**config.mk**
```make
export PLATFORM = sky130hd
export DESIGN_NAME = i2cm_core
export DESIGN_NICKNAME = d
export VERILOG_FILES = /design/src/rtl/i2cm_pkg.sv /design/src/rtl/i2cm_txfifo.sv /design/src/rtl/i2cm_bitgen.sv /design/src/rtl/i2cm_core.sv
export SDC_FILE = /design/constraint.sdc
export NUM_CORES = 1
export LEC_CHECK = 0
export ABC_AREA = 1
export BUFFER_PORTS_ARGS = -buffer_cell sky130_fd_sc_hd__buf_4
export CORE_AREA = 8 8 214 216
export DETAILED_ROUTE_END_ITERATION = 10
export DIE_AREA = 0 0 222 224
export PLACE_DENSITY = 0.76
export SYNTH_ARGS = -nofsm -noshare
export SYNTH_HDL_FRONTEND = slang
export SYNTH_SLANG_ARGS = --single-unit
```
**constraint.sdc**
```tcl
create_clock -name clk -period 3.9 [get_ports clk]
set_input_delay 0.585 -clock clk [delete_from_list [all_inputs] [get_ports clk]]
set_output_delay 0.585 -clock clk [all_outputs]
set_load 0.03 [all_outputs]
```
**src/rtl/i2cm_pkg.sv**
```systemverilog
package i2cm_pkg;
  typedef enum logic [2:0] {
    OP_NONE    = 3'd0,
    OP_START   = 3'd1,
    OP_RESTART = 3'd2,
    OP_STOP    = 3'd3,
    OP_BYTE    = 3'd4
  } op_e;

  localparam logic [2:0] RA_CTRL = 3'd0;
  localparam logic [2:0] RA_DIV  = 3'd1;
  localparam logic [2:0] RA_DATA = 3'd2;
  localparam logic [2:0] RA_ISR  = 3'd3;
  localparam logic [2:0] RA_FCTL = 3'd4;

  localparam logic [1:0] CMD_IDLE  = 2'd0;
  localparam logic [1:0] CMD_START = 2'd1;
  localparam logic [1:0] CMD_STOP  = 2'd2;
endpackage

```
**src/rtl/i2cm_txfifo.sv**
```systemverilog
module i2cm_txfifo #(
  parameter int DEPTH = 64,
  parameter int W     = 8
) (
  input  logic         clk,
  input  logic         rst,
  input  logic         push,
  input  logic [W-1:0] din,
  input  logic         pop,
  input  logic         flush,
  output logic [W-1:0] dout,
  output logic         empty
);
  localparam int AW = $clog2(DEPTH);

  logic [W-1:0]  mem [DEPTH];
  logic [AW-1:0] wp, rp;
  logic [AW:0]   count;
  logic          full, push_ok, pop_ok;

  assign full    = (count == (AW+1)'(DEPTH));
  assign empty   = (count == '0);
  assign push_ok = push && !full && !flush;
  assign pop_ok  = pop && !empty && !flush;
  assign dout    = mem[rp];

  // storage without reset so it maps onto RAM
  always_ff @(posedge clk) begin
    if (push_ok) mem[wp] <= din;
  end

  always_ff @(posedge clk) begin
    if (rst || flush) begin
      wp    <= '0;
      rp    <= '0;
      count <= '0;
    end else begin
      if (push_ok) wp <= wp + 1'b1;
      if (pop_ok)  rp <= rp + 1'b1;
      case ({push_ok, pop_ok})
        2'b10:   count <= count + 1'b1;
        2'b01:   count <= count - 1'b1;
        default: count <= count;
      endcase
    end
  end

  assert_no_overflow_R8: assert property (@(posedge clk) disable iff (rst)
    count <= (AW+1)'(DEPTH));
  assert_flush_empties_R8: assert property (@(posedge clk) disable iff (rst)
    flush |=> empty);
endmodule

```
**src/rtl/i2cm_bitgen.sv**
```systemverilog
module i2cm_bitgen
  import i2cm_pkg::*;
#(
  parameter int DIV_W = 8
) (
  input  logic             clk,
  input  logic             rst,
  input  logic             go,
  input  op_e              op_in,
  input  logic [7:0]       byte_in,
  input  logic [DIV_W-1:0] half_div,
  input  logic             sda_i,
  output logic             busy,
  output logic             done,
  output logic             nak,
  output op_e              op_q,
  output logic             scl_o,
  output logic             sda_o
);
  logic [7:0]       shreg;
  logic [4:0]       step;
  logic [DIV_W-1:0] cnt, reload;
  logic [2:0]       cur, nxt, first;

  // {last step, scl, sda} for one step of a sequence
  function automatic logic [2:0] lines(op_e op, logic [4:0] s, logic [7:0] b);
    case (op)
      OP_START:   return {s == 5'd1, s == 5'd0, 1'b0};
      OP_RESTART: return {s == 5'd3, (s == 5'd1) || (s == 5'd2), s < 5'd2};
      OP_STOP:    return {s == 5'd2, s != 5'd0, s == 5'd2};
      OP_BYTE: begin
        if (s < 5'd16) return {1'b0, s[0], b[3'd7 - s[3:1]]};
        else           return {s == 5'd17, s[0], 1'b1};
      end
      default:    return 3'b011;
    endcase
  endfunction

  assign reload = (half_div == '0) ? '0 : half_div - 1'b1;
  assign cur    = lines(op_q, step, shreg);
  assign nxt    = lines(op_q, 5'(step + 5'd1), shreg);
  assign first  = lines(op_in, 5'd0, byte_in);

  always_ff @(posedge clk) begin
    if (rst) begin
      busy  <= 1'b0;
      done  <= 1'b0;
      nak   <= 1'b0;
      op_q  <= OP_NONE;
      shreg <= '0;
      step  <= '0;
      cnt   <= '0;
      scl_o <= 1'b1;
      sda_o <= 1'b1;
    end else begin
      done <= 1'b0;
      if (go && !busy) begin
        op_q  <= op_in;
        shreg <= byte_in;
        step  <= '0;
        cnt   <= reload;
        busy  <= 1'b1;
        scl_o <= first[1];
        sda_o <= first[0];
      end else if (busy) begin
        if (cnt != '0) begin
          cnt <= cnt - 1'b1;
        end else if (cur[2]) begin
          busy <= 1'b0;
          done <= 1'b1;
          if (op_q == OP_BYTE) begin
            nak   <= sda_i;
            scl_o <= 1'b0;
          end
        end else begin
          step  <= 5'(step + 5'd1);
          cnt   <= reload;
          scl_o <= nxt[1];
          sda_o <= nxt[0];
        end
      end
    end
  end

  assert_sda_moves_scl_low_R3: assert property (@(posedge clk) disable iff (rst)
    (busy && $past(busy) && op_q == OP_BYTE && !$stable(sda_o)) |-> !scl_o);
  assert_done_ends_busy_R5: assert property (@(posedge clk) disable iff (rst)
    done |-> (!busy && $past(busy)));
endmodule

```
**src/rtl/i2cm_core.sv**
```systemverilog
module i2cm_core
  import i2cm_pkg::*;
#(
  parameter int DIV_W      = 8,
  parameter int FIFO_DEPTH = 64,
  parameter int DIV_RESET  = 8
) (
  input  logic       clk,
  input  logic       rst,
  input  logic       reg_we,
  input  logic [2:0] reg_addr,
  input  logic [7:0] reg_wdata,
  output logic [7:0] reg_rdata,
  output logic       scl_o,
  output logic       sda_o,
  input  logic       sda_i
);
  logic             en_q, ack_q, fifo_en_q, cmd_busy_q;
  logic [1:0]       cmd_q;
  logic [DIV_W-1:0] div_q;
  logic             nak_f, txe_f, sd_f;

  logic       bg_busy, bg_done, bg_nak, go, accept, launch;
  op_e        bg_op, go_op;
  logic [7:0] fifo_dout;
  logic       fifo_empty, fifo_flush, fifo_push;
  logic       wr_ctrl, ctrl_drop, byte_end, set_nak, set_txe;
  logic [1:0] wcmd;

  assign wr_ctrl   = reg_we && (reg_addr == RA_CTRL);
  assign wcmd      = reg_wdata[2:1];
  assign ctrl_drop = wr_ctrl && (wcmd != CMD_IDLE) && bg_busy;
  assign accept    = wr_ctrl && !bg_busy && reg_wdata[0] &&
                     (wcmd == CMD_START || wcmd == CMD_STOP);
  assign launch    = !bg_busy && !bg_done && !accept && en_q && fifo_en_q && !fifo_empty;
  assign go        = accept || launch;

  always_comb begin
    if (!accept)               go_op = OP_BYTE;
    else if (wcmd == CMD_STOP) go_op = OP_STOP;
    else if (reg_wdata[3])     go_op = OP_RESTART;
    else                       go_op = OP_START;
  end

  assign byte_end   = bg_done && (bg_op == OP_BYTE);
  assign set_nak    = byte_end && bg_nak;
  assign set_txe    = byte_end && (bg_nak || fifo_empty);
  assign fifo_flush = set_nak || (reg_we && reg_addr == RA_FCTL && reg_wdata[7]);
  assign fifo_push  = reg_we && (reg_addr == RA_DATA) && fifo_en_q;

  i2cm_txfifo #(.DEPTH(FIFO_DEPTH), .W(8)) u_fifo (
    .clk(clk), .rst(rst), .push(fifo_push), .din(reg_wdata), .pop(launch),
    .flush(fifo_flush), .dout(fifo_dout), .empty(fifo_empty)
  );

  i2cm_bitgen #(.DIV_W(DIV_W)) u_bitgen (
    .clk(clk), .rst(rst), .go(go), .op_in(go_op), .byte_in(fifo_dout),
    .half_div(div_q), .sda_i(sda_i), .busy(bg_busy), .done(bg_done),
    .nak(bg_nak), .op_q(bg_op), .scl_o(scl_o), .sda_o(sda_o)
  );

  always_ff @(posedge clk) begin
    if (rst) begin
      en_q       <= 1'b0;
      cmd_q      <= CMD_IDLE;
      ack_q      <= 1'b0;
      cmd_busy_q <= 1'b0;
      fifo_en_q  <= 1'b0;
      div_q      <= DIV_W'(DIV_RESET);
    end else begin
      if (wr_ctrl && !ctrl_drop) begin
        en_q  <= reg_wdata[0];
        cmd_q <= wcmd;
        ack_q <= reg_wdata[3];
      end
      if (byte_end) ack_q <= bg_nak;
      if (accept) cmd_busy_q <= 1'b1;
      else if (bg_done && bg_op != OP_BYTE) cmd_busy_q <= 1'b0;
      if (reg_we && reg_addr == RA_DIV)  div_q     <= DIV_W'(reg_wdata);
      if (reg_we && reg_addr == RA_FCTL) fifo_en_q <= reg_wdata[6];
    end
  end

  // interrupt flags: a set in the same cycle beats a clear
  always_ff @(posedge clk) begin
    if (rst) begin
      nak_f <= 1'b0;
      txe_f <= 1'b0;
      sd_f  <= 1'b0;
    end else begin
      if (reg_we && reg_addr == RA_ISR) begin
        nak_f <= (nak_f && !reg_wdata[0]) || set_nak;
        txe_f <= (txe_f && !reg_wdata[1]) || set_txe;
        sd_f  <= (sd_f  && !reg_wdata[3]) || bg_done;
      end else begin
        nak_f <= nak_f || set_nak;
        txe_f <= txe_f || set_txe;
        sd_f  <= sd_f  || bg_done;
      end
    end
  end

  always_ff @(posedge clk) begin
    if (rst) begin
      reg_rdata <= '0;
    end else begin
      case (reg_addr)
        RA_CTRL: reg_rdata <= {4'b0, ack_q, cmd_q, en_q};
        RA_DIV:  reg_rdata <= 8'(div_q);
        RA_ISR:  reg_rdata <= {cmd_busy_q, 3'b0, sd_f, 1'b0, txe_f, nak_f};
        RA_FCTL: reg_rdata <= {1'b0, fifo_en_q, 6'b0};
        default: reg_rdata <= '0;
      endcase
    end
  end

  assert_drop_keeps_ctrl_R6: assert property (@(posedge clk) disable iff (rst)
    ctrl_drop |=> $stable({cmd_q, en_q}));
  assert_cmd_busy_tracks_R6: assert property (@(posedge clk) disable iff (rst)
    cmd_busy_q |-> (bg_busy || bg_done));
  assert_nak_flushes_R7: assert property (@(posedge clk) disable iff (rst)
    set_nak |=> fifo_empty);
  assert_idle_holds_R11: assert property (@(posedge clk) disable iff (rst)
    (!bg_busy && !go) |=> ($stable(scl_o) && $stable(sda_o)));
endmodule

```
==> out/qor.yml, run 1 <==
status: "finished, final reports clean"
rsz0062_at_grt: "false"
die_area_um2: 49700
dpl-instance-area_um2: 25600
p_seq_frac: 0.552
critPathMaxFanout: 7
drv_slew: 0
portBuffers: 24
yosysWarnings: 0
postCtsHoldBufs: 0
track_usage: 0.242
min_from: "sda_i"
synthAdderAreaFrac: 0.00696
synth_cell_types: 44
clk_pin_slew_ps: 60
fp-row-count: 76
final_area_um2: 27400
skew_ps: 23.3
synth-seq-area-share: 0.674
post_cts_resized: 0
hold_class: "input pin to flip-flop"
powerDensity_nw_per_um2: 454
n_antenna_cell: 0
period_minus_slack_ps: 2770
dp_hpwl_um: 36400
core_um2: 42500
slew_headroom: 0.356
cts_num_sinks: 591
cts_root_buf: "clkbuf_16"
r2r-start: "u_bitgen.op_q[1]"
p_comb_frac: 0.021
final-hold-violation-count: 0
grt_max_degree: 169
vias_per_cell: 5.98
synth-edff-count: 512
numCtsBuffers: 56
maxCapViolations: 0
synth_xor_area_frac: 0.00731
routed_wl_um: 61300
holdPathStages: 3
pin_count: 25
die-height_um: 224
syn_nets: 2406
clock_path_buffers: 3
netSwitchingFraction: 0.202
tightest_slew_ps: 966
peakVddDrop_uv: 326
layout_worst_path_cycle_share: 0.711
fp.dieW_um: 222
clk_latency_ps: 620
gp_congestion: 0.909
r2r_cells: 17
final_nets: 2383
ys.flop_type: "edfxtp_1"
synth_area_per_cell_um2: 10.6
crit_path_end_kind: "flip-flop"
synth-compound-area-share: 0.0277
area_growth_pct: 8.93
p_sw_mw: 2.52
synth-simple-area-share: 0.246
overflow: 0
wl_per_cell_um: 20.8
grt_pass1_wl_um: 93700
utilization: 0.645
first_global_vias: 16789
syn_inst: 2377
crit_required_ps: 4430
cp.arrival_ps: 3310
rrSetupSlack_ps: 1130
setup_violations: 0
p_leak_nw: 10.1
h-tree-depth: 2
setup_tns_ps: 0
via_count: 17598
clockPowerShare: 0.426
finalHoldWorstSlack_ps: 255
path_class: "flip-flop to flip-flop"
drc_errors: 0
holdPathEnd: "u_bitgen.nak"
ant_nets: 0
cts_tree: "yes"
drive_above_1_share: 0.0726
reg2reg_to: "u_fifo.count[6]"
ys_ff_latch: 591
internal_power_mw: 9.94
antenna_found_initial: 0
synth-async-reset-ratio: 0
cts_setup_buffers: 0
start_util: 0.592
total_power_mw: 12.5
startpoint_type: "flip-flop"
synthMuxAreaShare: 0
syn-cell-area_um2: 25200
max_freq_mhz: 360
synth_top_family_by_area: "simple AND/OR/NAND/NOR gates"
first_iter_violations: 2358
dr.pass1.iters: 6
power groups by stage:
| stage | clock (mW) | combinational, mW | sequential (mW) |
|---|---|---|---|
| CTS | 5.34 | 0.265 | 6.88 |
| floorplan | 0 | 0.107 | 7.02 |
| detailed placement | 0 | 0.264 | 7.01 |
| global placement | 0 | 0.260 | 7.01 |
| finish | 5.31 | 0.266 | 6.88 |
| global route | 5.58 | 0.286 | 6.88 |
per-stage QoR:
step                std cells  setup WS [ps]
CTS                      2944           1120
detailed placement       2842            669
finish                   2944           1130
global placement         2842            685
floorplan                2377           1040
global route             2944            799
worst max-delay path, cell delays in order (launching register included):
cell     delay, ps
dfxtp_1        290
inv_1          180
nand3_4        150
nor2_2         170
nand2_2        110
o21ai_4        170
nor2_8         110
inv_4          130
ha_1           360
xor2_1         210
ha_1           170
inv_1           40
nand2_1        100
nand3_1         90
nand3_1        100
xor2_1         150
nand2_1         60
a21oi_1        110
kinds of logic (layout without fill, tap and decap cells):
family,count (synthesis),count (layout)
AND/OR/NAND/NOR,1399,1399
flip-flops,591,591
buffers and inverters,220,241
AO/OA/AOI/OAI,132,132
XOR/XNOR,21,21
adder cells (fa/ha/maj),14,14
worst max path at each step:
stage / startpoint / to / depth (start not counted)
floorplan: reg_wdata[1] / u_fifo.count[5] / 17
CTS: u_bitgen.op_q[1] / u_fifo.count[6] / 17
detailed placement: reg_wdata[1] / u_fifo.count[6] / 18
global route: u_bitgen.op_q[1] / u_fifo.count[6] / 17
finish: u_bitgen.op_q[1] / u_fifo.count[6] / 17
global placement: reg_wdata[1] / u_fifo.count[6] / 18
cell usage after synthesis, types with 5 or more instances:
cell type,number,area [um2]
nor3_1,13,65.1
xnor2_1,6,52.6
nor2_8,5,100
edfxtp_1,512,15400
nor2_1,117,439
nand2_1,744,2790
a21oi_1,53,265
dfxtp_1,79,1580
o22ai_1,7,43.8
xor2_1,15,131
buf_2,55,275
nand2_4,9,101
nand4_1,5,31.3
buf_4,14,105
buf_1,18,67.6
o21ai_1,12,60.1
o21ai_0,51,255
inv_1,85,319
nor2_4,5,56.3
inv_2,9,33.8
nand3_1,481,2410
clkbuf_1,33,124
ha_1,14,175
sequential cells by signal, summed over array words and instances, names as in the netlist, 2 cells and up, named ones only:
signal / count
reg_rdata: 8
u_bitgen.shreg: 8
u_bitgen.step: 5
cmd_q: 2
u_bitgen.cnt: 8
u_bitgen.op_q: 3
u_fifo.wp: 6
div_q: 8
u_fifo.count: 7
u_fifo.mem: 512
u_fifo.rp: 6
per-layer routing:
metal | up-vias | GRT usage | wire (um)
li1 | 8133 | - | -
met1 | 8395 | 0.317 | 23900
met2 | 892 | 0.402 | 29300
met3 | 178 | 0.0302 | 5230
met4 | 0 | 0.117 | 2920
met5 | - | 0 | 0
cell type report:
class | count | area (um2)
fillers | 3137 | 15100
flip-flops and latches | 591 | 17000
repair buffers | 42 | 378
clock buffers | 70 | 1480
multi-input cells | 1566 | 7240
well taps | 546 | 683
inverters | 97 | 377
clock inverters | 32 | 302
placed cells by master (no fill, tap or decap), types with 12 or more instances in the layout:
cell type / netlist / final
edfxtp_1: 512 / 512
xor2_1: 15 / 15
o21ai_0: 51 / 51
nand3_1: 481 / 481
buf_4: 14 / 37
inv_1: 85 / 84
nor2_1: 117 / 117
nand2_1: 744 / 744
dfxtp_1: 79 / 76
nor3_1: 13 / 13
a21oi_1: 53 / 53
clkbuf_1: 33 / 13
clkbuf_16: 0 / 57
clkinv_2: 0 / 14
ha_1: 14 / 14
o21ai_1: 12 / 12
No activity file was read; power rests on OpenSTA's default activity.
==> inputs of run 2 (changes only) <==
--- a/config.mk
+++ b/config.mk
@@ -5,11 +5,11 @@
 export SDC_FILE = /design/constraint.sdc
 export NUM_CORES = 1
 export LEC_CHECK = 0
-export ABC_AREA = 1
+export ABC_AREA = 0
 export BUFFER_PORTS_ARGS = -buffer_cell sky130_fd_sc_hd__buf_4
-export CORE_AREA = 8 8 214 216
+export CORE_AREA = 8 8 210 212
 export DETAILED_ROUTE_END_ITERATION = 10
-export DIE_AREA = 0 0 222 224
+export DIE_AREA = 0 0 218 220
 export PLACE_DENSITY = 0.76
 export SYNTH_ARGS = -nofsm -noshare
 export SYNTH_HDL_FRONTEND = slang
==> constraint.sdc (replaced) <==
create_clock -name clk -period 2.7 [get_ports clk]
set_input_delay 0.405 -clock clk [delete_from_list [all_inputs] [get_ports clk]]
set_output_delay 0.405 -clock clk [all_outputs]
set_load 0.03 [all_outputs]
==> run 2 against run 1 <==
The flow now finishes with violations (setup timing). Cell count shrank 26%. Final area rose by 3.2%. Total power up 50%. Die area is 3.6% lower. Clock skew hardly changed. Combinational power grew 23%. Worst hold slack got worse by 150 ps. Via count shrank 22%. Routed wire length down 9.9%. Critical path type unchanged. Largest cell class unchanged.
==> out/qor.yml, run 2 <==
rrSetupSlack_ps: -10  # was 1130 ps
busiest_layer: "met2"  # unchanged
violations: "setup timing"
holdPathEnd: "u_bitgen.nak"  # unchanged
ys.flop_type: "edfxtp_1"  # unchanged
ys_ff_latch: 591  # unchanged
tightest_slew_ps: 972  # was 966 ps
final-hold-violation-count: 0  # unchanged
fp.dieW_um: 218  # was 222 um
status: "complete, but fails checks"  # was finished, final reports clean
holdPathStages: 3  # unchanged
dp.cells: 2058  # was 2842
vias_per_cell: 6.29  # was 5.98
final_nets: 1634  # was 2383
crit_required_ps: 3230  # was 4430 ps
syn_nets: 1435  # was 2406
synth_area_leader_cell: "edfxtp_1"  # unchanged
maxCapViolations: 0  # unchanged
layout_worst_path_cycle_share: 1.00  # was 0.711
start_util: 0.596  # was 0.592
first_global_vias: 13810  # was 16789
gr-usage-met2: 0.390  # was 0.402
drv_slew: 0  # unchanged
portBuffers: 24  # unchanged
r2r_cells: 13  # was 17
grtUsageMet1: 0.303  # was 0.317
final_area_um2: 28300  # was 27400 um2
r2r-start: "u_fifo.count[1]"  # was u_bitgen.op_q[1]
final_common_cell: "edfxtp_1"  # was nand2_1
p_leak_nw: 9.28  # was 10.1 nW
grt_max_degree: 68  # was 169
routed_wl_um: 55300  # was 61300 um
synth_area_leaders: "edfxtp_1, mux4_2, dfxtp_1, nor2_1, mux4_1"  # was edfxtp_1, nand2_1, nand3_1, dfxtp_1, nor2_1
startpoint_type: "flip-flop"  # unchanged
core_um2: 40600  # was 42500 um2
reg2reg_to: "u_fifo.count[4]"  # was u_fifo.count[6]
clk_latency_ps: 620  # about the same
crit_start: "u_fifo.count[1]"  # was u_bitgen.op_q[1]
area_growth_pct: 17.2  # was 8.93%
pin_count: 25  # unchanged
cp.arrival_ps: 3250  # was 3310 ps
powerDensity_nw_per_um2: 658  # was 454 nW/um2
syn_inst: 1406  # was 2377
fp-row-count: 74  # was 76
via_count: 13741  # was 17598
synth_area_per_cell_um2: 17.2  # was 10.6 um2
dr.pass1.iters: 6  # unchanged
setup_violations: 1  # was 0
crit_path_end_kind: "flip-flop"  # unchanged
drc_errors: 0  # unchanged
gp_congestion: 0.918  # was 0.909
largest_reg_flops: 512  # unchanged
yosysWarnings: 0  # unchanged
antenna_found_initial: 1  # was 0
numCtsBuffers: 56  # unchanged
rsz0062_at_grt: "true"  # was false
track_usage: 0.231  # was 0.242
drive_above_1_share: 0.284  # was 0.0726
h-tree-depth: 2  # unchanged
die_area_um2: 48000  # was 49700 um2
clock_path_buffers: 3  # unchanged
max_freq_mhz: 369  # was 360 MHz
slew_headroom: 0.335  # was 0.356
cts_num_sinks: 591  # unchanged
n_antenna_cell: 0  # unchanged
total_power_mw: 18.6  # was 12.5 mW
synth_cell_types: 78  # was 44
dpl-instance-area_um2: 26100  # was 25600 um2
synth_top_area_frac: 0.637  # was 0.611
ant_nets: 0  # unchanged
synth-async-reset-ratio: 0  # unchanged
peakVddDrop_uv: 664  # was 326 uV
regMostFlops: "u_fifo.mem"  # unchanged
cts_root_buf: "clkbuf_16"  # unchanged
die-height_um: 220  # was 224 um
min_from: "sda_i"  # unchanged
syn-cell-area_um2: 24200  # was 25200 um2
final_cell_mix: "edfxtp_1, buf_4, nor2_1"  # was nand2_1, edfxtp_1, nand3_1
fin_ws_ps: -13.2  # was 1130 ps
utilization: 0.698  # was 0.645
synth_top_cells_by_count: "edfxtp_1, nor2_1, mux4_2, dfxtp_1, nand2_1"  # was nand2_1, edfxtp_1, nand3_1, nor2_1, inv_1
dp_hpwl_um: 34000  # was 36400 um
synth-edff-count: 512  # unchanged
synth-seq-area-share: 0.702  # was 0.674
period_minus_slack_ps: 2710  # was 2770 ps
wl_per_cell_um: 25.3  # was 20.8 um
cts_tree: "yes"  # unchanged
grt_pass1_wl_um: 83100  # was 93700 um
overflow: 0  # unchanged
first_iter_violations: 1576  # was 2358
met3_usage: 0.0414  # was 0.0302
finalNonFillerCells: 2185  # was 2944
synth_most_common_cell: "edfxtp_1"  # was nand2_1
hold_class: "input pin to flip-flop"  # unchanged
critPathMaxFanout: 3  # was 7
clk_pin_slew_ps: 60  # about the same
skew_ps: 23.0  # was 23.3 ps
path_class: "flip-flop to flip-flop"  # unchanged
## run 2: cell count changes after synthesis, moves of 26 or more
| cell | change |
|---|---|
| mux4_2 | +111 |
| buf_2 | -30 |
| inv_1 | -67 |
| nor2_1 | +34 |
| mux2i_1 | +30 |
| nand3_1 | -465 |
| nand2_1 | -692 |
| o21ai_0 | -26 |
## run 2: cells by family after synthesis
| group | after synthesis | share of synthesized area |
|---|---|---|
| mux | 164 | 0.139 |
| buf+inv | 97 | 0.0218 |
| xor+xnor | 23 | 0.00834 |
| simple gates | 335 | 0.0669 |
| flops | 591 | 0.702 |
| fa+ha+maj | 14 | 0.00725 |
| compound gates | 182 | 0.0546 |
## run 2: how the worst max path moves through the flow
stage / to / cells past startpoint / slack (ps)
6_report: u_fifo.count[4] / 13 / -10
5_1_grt: u_fifo.count[4] / 12 / -150
4_1_cts: u_fifo.count[4] / 13 / 2
3_5_place_dp: u_fifo.count[6] / 13 / -330
3_3_place_gp: u_fifo.count[6] / 13 / -280
2_1_floorplan: u_fifo.count[6] / 13 / -280
## run 2: critical path, cell delays in order, from the launching register on
cell and delay [ps]:
dfxtp_2 340, nor4_2 40, buf_4 130, a31o_2 260
nor3b_4 250, ha_4 180, xor2_1 160, ha_2 200
a21o_1 130, a22o_1 220, a21oi_2 80, xor2_1 150
or3_1 340, a21oi_2 150
## run 2: power breakdown
part / switching [mW] / internal [mW]
Combinational: 0.245 / 0.0835
Clock: 3.40 / 4.97
Sequential: 0.0111 / 9.91
## run 2: metrics by stage
stage                     TNS (ps)  setup slack [ps]  hold slack, ps
final                        -13.2             -13.2             101
after global routing          -304              -150             114
after CTS                        0              1.85            75.3
after detailed placement      -913              -331             456
after global placement        -587              -276             453
after floorplan               -531              -284             436
## run 2: timing repair
item,in CTS,in global routing
gates resized for setup,1,19
pin swaps,5,12
setup endpoints to repair,3,132
setup buffers,5,16
hold buffers,0,0
## run 2: area by class of cell
| cell class | count | area, um2 |
|---|---|---|
| Tap cell | 532 | 666 |
| Sequential cell | 591 | 17000 |
| Inverter | 18 | 67.6 |
| Multi-Input combinational cell | 718 | 6790 |
| Fill cell | 2459 | 12200 |
| Clock inverter | 46 | 567 |
| Timing Repair Buffer | 220 | 1830 |
| Clock buffer | 60 | 1420 |
## run 2: per-layer routing
| layer | share of wire | vias to the layer above |
|---|---|---|
| met5 | 0 | - |
| li1 | - | 6053 |
| met3 | 0.070 | 118 |
| met1 | 0.39 | 7010 |
| met2 | 0.51 | 560 |
| met4 | 0.031 | 0 |
